[config.mk]
export PLATFORM = sky130hd
export DESIGN_NAME = pmic_wr_engine
export DESIGN_NICKNAME = d
export VERILOG_FILES = /design/src/rtl/pmic_wr_pkg.sv /design/src/rtl/pmic_wr_regs.sv /design/src/rtl/pmic_wr_timer.sv /design/src/rtl/pmic_wr_bitseq.sv /design/src/rtl/pmic_wr_engine.sv
export SDC_FILE = /design/constraint.sdc
export NUM_CORES = 1
export LEC_CHECK = 0
export ABC_CLOCK_PERIOD_IN_PS = 2900
export BUFFER_PORTS_ARGS = -buffer_cell sky130_fd_sc_hd__buf_2
export CAP_MARGIN = 0
export CORE_MARGIN = 8
export CORE_UTILIZATION = 55
export CTS_BUF_LIST = sky130_fd_sc_hd__clkbuf_4
export DETAILED_ROUTE_END_ITERATION = 10
export PLACE_DENSITY = 0.77
export SLEW_MARGIN = 20
export SYNTH_ARGS = -nofsm -noshare
export SYNTH_HDL_FRONTEND = slang
export SYNTH_SLANG_ARGS = --single-unit
[constraint.sdc]
create_clock -name clk -period 2.9 [get_ports clk]
set_clock_uncertainty 0.1 [all_clocks]
set_input_delay 0.145 -clock clk [delete_from_list [all_inputs] [get_ports clk]]
set_output_delay 0.145 -clock clk [all_outputs]
set_load 0.01 [all_outputs]
[src/rtl/pmic_wr_pkg.sv]
package pmic_wr_pkg;

   typedef enum logic [2:0] {
      PH_IDLE,
      PH_START,
      PH_LOW,
      PH_HIGH,
      PH_STOP_LOW,
      PH_STOP_HIGH,
      PH_STOP_END
   } phase_e;

   localparam logic [1:0] RG_CMD  = 2'd0;
   localparam logic [1:0] RG_CLK  = 2'd1;
   localparam logic [1:0] RG_MODE = 2'd2;
   localparam logic [1:0] RG_STAT = 2'd3;

   localparam int         GO_BIT    = 24;
   localparam logic [7:0] MODE_MASK = 8'h5B;
   localparam int         NBYTE     = 3;
   localparam int         SLOT_W    = 9;

endpackage

[src/rtl/pmic_wr_regs.sv]
module pmic_wr_regs
   import pmic_wr_pkg::*;
#(
   parameter int CFG_W = 8
) (
   input  logic             clk,
   input  logic             rst_n,
   input  logic             reg_we,
   input  logic [1:0]       reg_addr,
   input  logic [31:0]      reg_wdata,
   output logic [31:0]      reg_rdata,
   input  logic             xfer_done,
   input  logic             nack_evt,
   output logic             busy,
   output logic             go,
   output logic             err,
   output logic [6:0]       sa,
   output logic [7:0]       ra,
   output logic [7:0]       wd,
   output logic [CFG_W-1:0] hi_cfg,
   output logic [CFG_W-1:0] lo_cfg
);

   if (CFG_W < 1 || CFG_W > 8) begin : g_bad_cfg_w
      $error("pmic_wr_regs: CFG_W must lie in 1..8");
   end

   logic       valid_q;
   logic       go_q;
   logic       err_q;
   logic [7:0] mode_q;
   logic       unused_wdata;

   assign unused_wdata = ^reg_wdata[31:25];

   always_ff @(posedge clk or negedge rst_n) begin
      if (!rst_n) begin
         valid_q <= 1'b0;
         go_q    <= 1'b0;
         err_q   <= 1'b0;
         mode_q  <= '0;
         sa      <= '0;
         ra      <= '0;
         wd      <= '0;
         hi_cfg  <= '0;
         lo_cfg  <= '0;
      end else begin
         go_q <= 1'b0;
         if (reg_we) begin
            case (reg_addr)
               RG_CMD: begin
                  if (!valid_q) begin
                     sa      <= reg_wdata[6:0];
                     ra      <= reg_wdata[15:8];
                     wd      <= reg_wdata[23:16];
                     valid_q <= reg_wdata[GO_BIT];
                     go_q    <= reg_wdata[GO_BIT];
                  end
               end
               RG_CLK: begin
                  hi_cfg <= reg_wdata[CFG_W-1:0];
                  lo_cfg <= reg_wdata[8 +: CFG_W];
               end
               RG_MODE: mode_q <= reg_wdata[7:0] & MODE_MASK;
               default: begin
                  if (reg_wdata[0]) err_q <= 1'b0;
               end
            endcase
         end
         if (xfer_done) valid_q <= 1'b0;
         if (nack_evt)  err_q   <= 1'b1;
      end
   end

   assign busy = valid_q;
   assign go   = go_q;
   assign err  = err_q;

   always_comb begin
      reg_rdata = '0;
      case (reg_addr)
         RG_CMD:  reg_rdata = {7'b0, valid_q, wd, ra, 1'b0, sa};
         RG_CLK: begin
            reg_rdata[CFG_W-1:0] = hi_cfg;
            reg_rdata[8 +: CFG_W] = lo_cfg;
         end
         RG_MODE: reg_rdata[7:0] = mode_q;
         default: reg_rdata[0]   = err_q;
      endcase
   end

endmodule

[src/rtl/pmic_wr_timer.sv]
module pmic_wr_timer #(
   parameter int CNT_W = 9
) (
   input  logic             clk,
   input  logic             rst_n,
   input  logic             load,
   input  logic [CNT_W-1:0] len,
   output logic             expired
);

   logic [CNT_W-1:0] cnt_q;

   always_ff @(posedge clk or negedge rst_n) begin
      if (!rst_n) begin
         cnt_q <= '0;
      end else if (load) begin
         cnt_q <= len - CNT_W'(1);
      end else if (cnt_q != '0) begin
         cnt_q <= cnt_q - CNT_W'(1);
      end
   end

   assign expired = (cnt_q == '0);

endmodule

[src/rtl/pmic_wr_bitseq.sv]
module pmic_wr_bitseq
   import pmic_wr_pkg::*;
#(
   parameter int CFG_W  = 8,
   parameter int HI_OFS = 5,
   parameter int LO_OFS = 7,
   localparam int CNT_W = CFG_W + 1
) (
   input  logic             clk,
   input  logic             rst_n,
   input  logic             go,
   input  logic [6:0]       sa,
   input  logic [7:0]       ra,
   input  logic [7:0]       wd,
   input  logic [CFG_W-1:0] hi_cfg,
   input  logic [CFG_W-1:0] lo_cfg,
   input  logic             expired,
   input  logic             sda_in,
   output logic             load,
   output logic [CNT_W-1:0] len,
   output phase_e           phase,
   output logic             scl_oe,
   output logic             sda_oe,
   output logic             done,
   output logic             nack_evt
);

   localparam int         FRAME_W  = NBYTE * SLOT_W;
   localparam logic [3:0] BIT_LAST = 4'(SLOT_W - 1);
   localparam logic [1:0] BYTE_END = 2'(NBYTE - 1);

   if (HI_OFS < 2 || LO_OFS < 2) begin : g_bad_ofs
      $error("pmic_wr_bitseq: offsets must be at least 2 cycles");
   end
   if (HI_OFS >= (1 << CFG_W) || LO_OFS >= (1 << CFG_W)) begin : g_big_ofs
      $error("pmic_wr_bitseq: offsets must fit in CFG_W bits");
   end

   phase_e             ph_q, ph_d;
   logic [FRAME_W-1:0] sh_q;
   logic [3:0]         bitpos_q;
   logic [1:0]         bytecnt_q;
   logic               sda_q;
   logic [CNT_W-1:0]   t_high, t_low;
   logic               ack_slot;

   assign t_high   = CNT_W'(hi_cfg) + CNT_W'(HI_OFS);
   assign t_low    = CNT_W'(lo_cfg) + CNT_W'(LO_OFS);
   assign ack_slot = (bitpos_q == BIT_LAST);

   always_comb begin
      ph_d = ph_q;
      load = 1'b0;
      len  = t_high;
      case (ph_q)
         PH_IDLE: if (go) begin
            ph_d = PH_START;
            load = 1'b1;
         end
         PH_START: if (expired) begin
            ph_d = PH_LOW;
            load = 1'b1;
            len  = t_low;
         end
         PH_LOW: if (expired) begin
            ph_d = PH_HIGH;
            load = 1'b1;
         end
         PH_HIGH: if (expired) begin
            load = 1'b1;
            len  = t_low;
            if (ack_slot && (sda_in || bytecnt_q == BYTE_END)) ph_d = PH_STOP_LOW;
            else ph_d = PH_LOW;
         end
         PH_STOP_LOW: if (expired) begin
            ph_d = PH_STOP_HIGH;
            load = 1'b1;
         end
         PH_STOP_HIGH: if (expired) begin
            ph_d = PH_STOP_END;
            load = 1'b1;
         end
         PH_STOP_END: if (expired) ph_d = PH_IDLE;
         default: ph_d = PH_IDLE;
      endcase
   end

   always_ff @(posedge clk or negedge rst_n) begin
      if (!rst_n) begin
         ph_q      <= PH_IDLE;
         sh_q      <= '0;
         bitpos_q  <= '0;
         bytecnt_q <= '0;
         sda_q     <= 1'b0;
      end else begin
         ph_q <= ph_d;
         if (ph_q == PH_IDLE && go) begin
            sh_q      <= {sa, 1'b0, 1'b1, ra, 1'b1, wd, 1'b1};
            bitpos_q  <= '0;
            bytecnt_q <= '0;
         end else if (ph_q == PH_HIGH && expired) begin
            sh_q <= {sh_q[FRAME_W-2:0], 1'b1};
            if (ack_slot) begin
               bitpos_q  <= '0;
               bytecnt_q <= bytecnt_q + 2'd1;
            end else begin
               bitpos_q <= bitpos_q + 4'd1;
            end
         end
         case (ph_q)
            PH_IDLE, PH_STOP_END:  sda_q <= 1'b0;
            PH_START, PH_STOP_LOW: sda_q <= 1'b1;
            PH_LOW:                sda_q <= ~sh_q[FRAME_W-1];
            default:               sda_q <= sda_q;
         endcase
      end
   end

   assign phase    = ph_q;
   assign scl_oe   = (ph_q == PH_LOW) || (ph_q == PH_STOP_LOW);
   assign sda_oe   = sda_q;
   assign done     = (ph_q == PH_STOP_END) && expired;
   assign nack_evt = (ph_q == PH_HIGH) && expired && ack_slot && sda_in;

endmodule

[src/rtl/pmic_wr_engine.sv]
module pmic_wr_engine
   import pmic_wr_pkg::*;
#(
   parameter int CFG_W  = 8,
   parameter int HI_OFS = 5,
   parameter int LO_OFS = 7
) (
   input  logic        clk,
   input  logic        rst_n,
   input  logic        reg_we,
   input  logic [1:0]  reg_addr,
   input  logic [31:0] reg_wdata,
   output logic [31:0] reg_rdata,
   output logic        scl_oe,
   output logic        sda_oe,
   input  logic        sda_in
);

   localparam int CNT_W = CFG_W + 1;

   logic             busy, go, err_flag, xfer_done, nack_evt;
   logic             t_load, t_expired;
   logic [CNT_W-1:0] t_len;
   logic [6:0]       cmd_sa;
   logic [7:0]       cmd_ra, cmd_wd;
   logic [CFG_W-1:0] hi_cfg, lo_cfg;
   phase_e           phase;

   pmic_wr_regs #(.CFG_W(CFG_W)) u_regs (
      .clk       (clk),
      .rst_n     (rst_n),
      .reg_we    (reg_we),
      .reg_addr  (reg_addr),
      .reg_wdata (reg_wdata),
      .reg_rdata (reg_rdata),
      .xfer_done (xfer_done),
      .nack_evt  (nack_evt),
      .busy      (busy),
      .go        (go),
      .err       (err_flag),
      .sa        (cmd_sa),
      .ra        (cmd_ra),
      .wd        (cmd_wd),
      .hi_cfg    (hi_cfg),
      .lo_cfg    (lo_cfg)
   );

   pmic_wr_timer #(.CNT_W(CNT_W)) u_timer (
      .clk     (clk),
      .rst_n   (rst_n),
      .load    (t_load),
      .len     (t_len),
      .expired (t_expired)
   );

   pmic_wr_bitseq #(.CFG_W(CFG_W), .HI_OFS(HI_OFS), .LO_OFS(LO_OFS)) u_seq (
      .clk      (clk),
      .rst_n    (rst_n),
      .go       (go),
      .sa       (cmd_sa),
      .ra       (cmd_ra),
      .wd       (cmd_wd),
      .hi_cfg   (hi_cfg),
      .lo_cfg   (lo_cfg),
      .expired  (t_expired),
      .sda_in   (sda_in),
      .load     (t_load),
      .len      (t_len),
      .phase    (phase),
      .scl_oe   (scl_oe),
      .sda_oe   (sda_oe),
      .done     (xfer_done),
      .nack_evt (nack_evt)
   );

endmodule

==> impl_metrics.csv <==
group,metric,value,unit
status,run_status,"completed",
layout,fill_cells,627,
timing,finalCritPeriodShare,92.6,%
cts,cts_tree,"done",
timing,whs,0.180,ns
synth,yosysSeqAreaShare,48.0,%
routing,wl_per_cell,17.4,µm
timing,slew_violations,0,
synth,ys.flop_type,"dfrtp_1",
grt,grt_pass1_vias,3990,
die,dieHeight,110,µm
cts,insertion_delay,0.45,ns
grt,grtUsageTotal,20.4,%
grt,grt_start_max_net_pins,58,
worst_setup_path,path_cells,"nor4_4 > nand4_2 > buf_4 > mux2i_1 > a211oi_2 > o211ai_1 > nor3_1 > mux2_1",
layout,syn_to_final_growth,17.6,%
die,die_area,0.0121,mm²
place,io_buffers,57,
timing,fin_crit,2.69,ns
routing,totalWireLength,11600,µm
pwr,leakagePower,2.64,nW
routing,final_antenna_net_count,0,
routing,drt_drc_violations_left,0,
die,boundaryPins,72,
grt,grt_pass1_wl,19400,µm
cts,cts_buffer_depth,2,
synth,async_reset_ff_share,100,%
synth,post_synth_inst_count,471,
worst_setup_path,cp_slowest_stage_delay,0.46,ns
synth,synth.distinct_cells,59,
worst_setup_path,slowest_stage,"dfrtp_1",
layout,layout_common_cells,"dfrtp_1 (93), nand2_1 (60), buf_2 (56), nor2_1 (51), mux2_2 (46)",
layout,layout.nets,600,
worst_setup_path,critPathKind,"reg2reg",
layout,drive_gt1_share,26.6,%
timing,fmax,0.372,GHz
die,core_area,0.00864,mm²
routing,viasPerCell,5.67,
timing,tightest_slew,0.934,ns
place,place.gp.congestion,0.850,
pwr,powerDensity,707,mW/mm²
pwr,max-vdd-ir-drop,0.000359,V
synth,ys_ff_latch,93,
grt,antenna_found_initial,0,
timing,slew_headroom,37.5,%
die,num_rows,34,
worst_setup_path,cp-end-kind,"flop",
synth,yosys_warnings,0,
cts,htreeDepth,3,
worst_setup_path,required,3.14,ns
timing,tns,0,ns
worst_setup_path,cp_max_fo,8,
timing,finalSetupViolations,0,
layout,antenna-diode-count,0,
cts,cts.sinks,93,
timing,grt_setup_unrepaired,"false",
synth,synth_edf_count,0,
cts,cts_buffers,9,
cts,clk_pin_slew_worst_paths,0.15,ns
routing,vias,3794,
routing,drtIter0Drc,200,
worst_setup_path,critPathLaunchType,"flop",
cts,cts_setup_buffers,0,
run,drv_cap,0,
place,hpwl,8180,µm
synth,syn_area_per_cell,10.3,µm²
worst_setup_path,arrival,2.92,ns
die,fp.dieW,110,µm
cts,root_buffer,"clkbuf_4",
timing,hold_violations,0,
layout,final_common_cell,"dfrtp_1",
hold_path,hold_class,"in2async",
routing,dr.pass1.iters,4,
synth,netlist_area,0.00485,mm²
die,start_util,56.1,%
grt,grt-ovfl-total,0,
## state kept, by name, indices dropped and copies added, names as in the netlist
name,count
u_regs.busy,1
u_regs.err,1
u_regs.go,1
u_regs.hi_cfg,8
u_regs.lo_cfg,8
u_regs.mode_q,5
u_regs.ra,8
u_regs.sa,7
u_regs.wd,8
u_seq.bitpos_q,4
u_seq.bytecnt_q,2
u_seq.phase,3
u_seq.sda_oe,1
u_seq.sh_q,27
u_timer.cnt_q,9
## report_power, final
| part | internal, mW | switching, mW |
|---|---|---|
| sequential | 1.71 | 0.367 |
| combinational | 0.604 | 0.635 |
| clock | 0.267 | 0.450 |
## layout make-up
class,instances,area [µm²],share of cell area [%]
well taps,108,135,2.37
inverters,6,22.5,0.395
repair buffers,101,703,12.3
flip-flops and latches,93,2330,40.8
multi-input cells,345,2370,41.6
clock buffers,9,67.6,1.19
clock inverters,7,72.6,1.27
## layer usage
| layer | up-vias | wire length (µm) | GRT usage, % |
|---|---|---|---|
| met2 | 99 | 5830 | 34.1 |
| met1 | 1863 | 4940 | 25.6 |
| met3 | 25 | 561 | 3.75 |
| met5 | - | 0 | 0 |
| met4 | 0 | 290 | 7.91 |
| li1 | 1807 | - | - |
## worst max-delay path, delay by kind of cell (launching register included)
family | cells | cell delay [ns]
muxes | 2 | 0.52
DFF | 1 | 0.46
buffers and inverters | 1 | 0.24
and+or+nand+nor | 3 | 0.82
AOI/OAI and AO/OA | 2 | 0.45
## cells in the mapped netlist, drive strengths merged, types with 5 or more instances
cell type | number | area, µm²
or3 | 5 | 31.3
mux2i | 23 | 230
mux2 | 47 | 529
xnor2 | 5 | 43.8
buf | 15 | 101
nand3 | 5 | 37.5
o21ai | 27 | 139
a21oi | 9 | 45.0
a22oi | 14 | 105
nand2 | 61 | 229
xor2 | 10 | 87.6
ha | 6 | 75.1
o22ai | 10 | 62.6
nor3 | 12 | 81.3
inv | 6 | 22.5
nor2 | 53 | 201
and2 | 11 | 68.8
dfrtp | 93 | 2330
nand4 | 5 | 37.5
clkbuf | 18 | 67.6
## repair_timing
action	4_1_cts	5_1_grt
hold buffers	29	0
endpoints found under the setup margin	0	2
gates resized for setup	0	4
endpoints found under the hold margin	104	0
## worst paths after layout
check / startpoint / endpoint / slack [ns] / depth (start not counted)
worst max-delay path: u_timer.cnt_q[4]$_DFFE_PN0P_ / u_timer.cnt_q[8]$_DFFE_PN0P_ / 0.21 / 8
worst min register to register: u_seq.sh_q[11]$_DFFE_PN0P_ / u_seq.sh_q[11]$_DFFE_PN0P_ / 0.40 / 2
worst min-delay path: rst_n / u_regs.wd[3]$_DFFE_PN0P_ / 0.18 / 2
max in group asynchronous: rst_n / u_seq.sh_q[20]$_DFFE_PN0P_ / 1.82 / 3
min in group clk: reg_wdata[2] / u_regs.sa[2]$_DFFE_PN0P_ / 0.36 / 3
worst max register to register: u_timer.cnt_q[4]$_DFFE_PN0P_ / u_timer.cnt_q[8]$_DFFE_PN0P_ / 0.21 / 8
## cell families after synthesis
logic type	after synthesis	synth area share [%]
xor+xnor	15	2.71
flops	93	48.0
buf+inv	39	3.95
simple gates	165	16.3
mux	71	16.1
other cells	1	0.0774
compound gates	81	11.2
fa+ha+maj	6	1.55
## stage by stage
| stage | util, % | area, µm² | setup WS, ns | power (mW) | instances |
|---|---|---|---|---|---|
| floorplan | - | 4870 | 0.257 | 2.90 | 477 |
| global placement | 60.8 | 5250 | 0.258 | 3.21 | 624 |
| detailed placement | 60.8 | 5250 | 0.203 | 3.29 | 624 |
| CTS | 65.8 | 5680 | 0.0981 | 4.03 | 669 |
| global route | 66.0 | 5700 | 0.0169 | 4.30 | 669 |
| finish | 66.0 | 5700 | 0.215 | 4.03 | 669 |
Note: power is estimated with default switching activity, not from simulation.
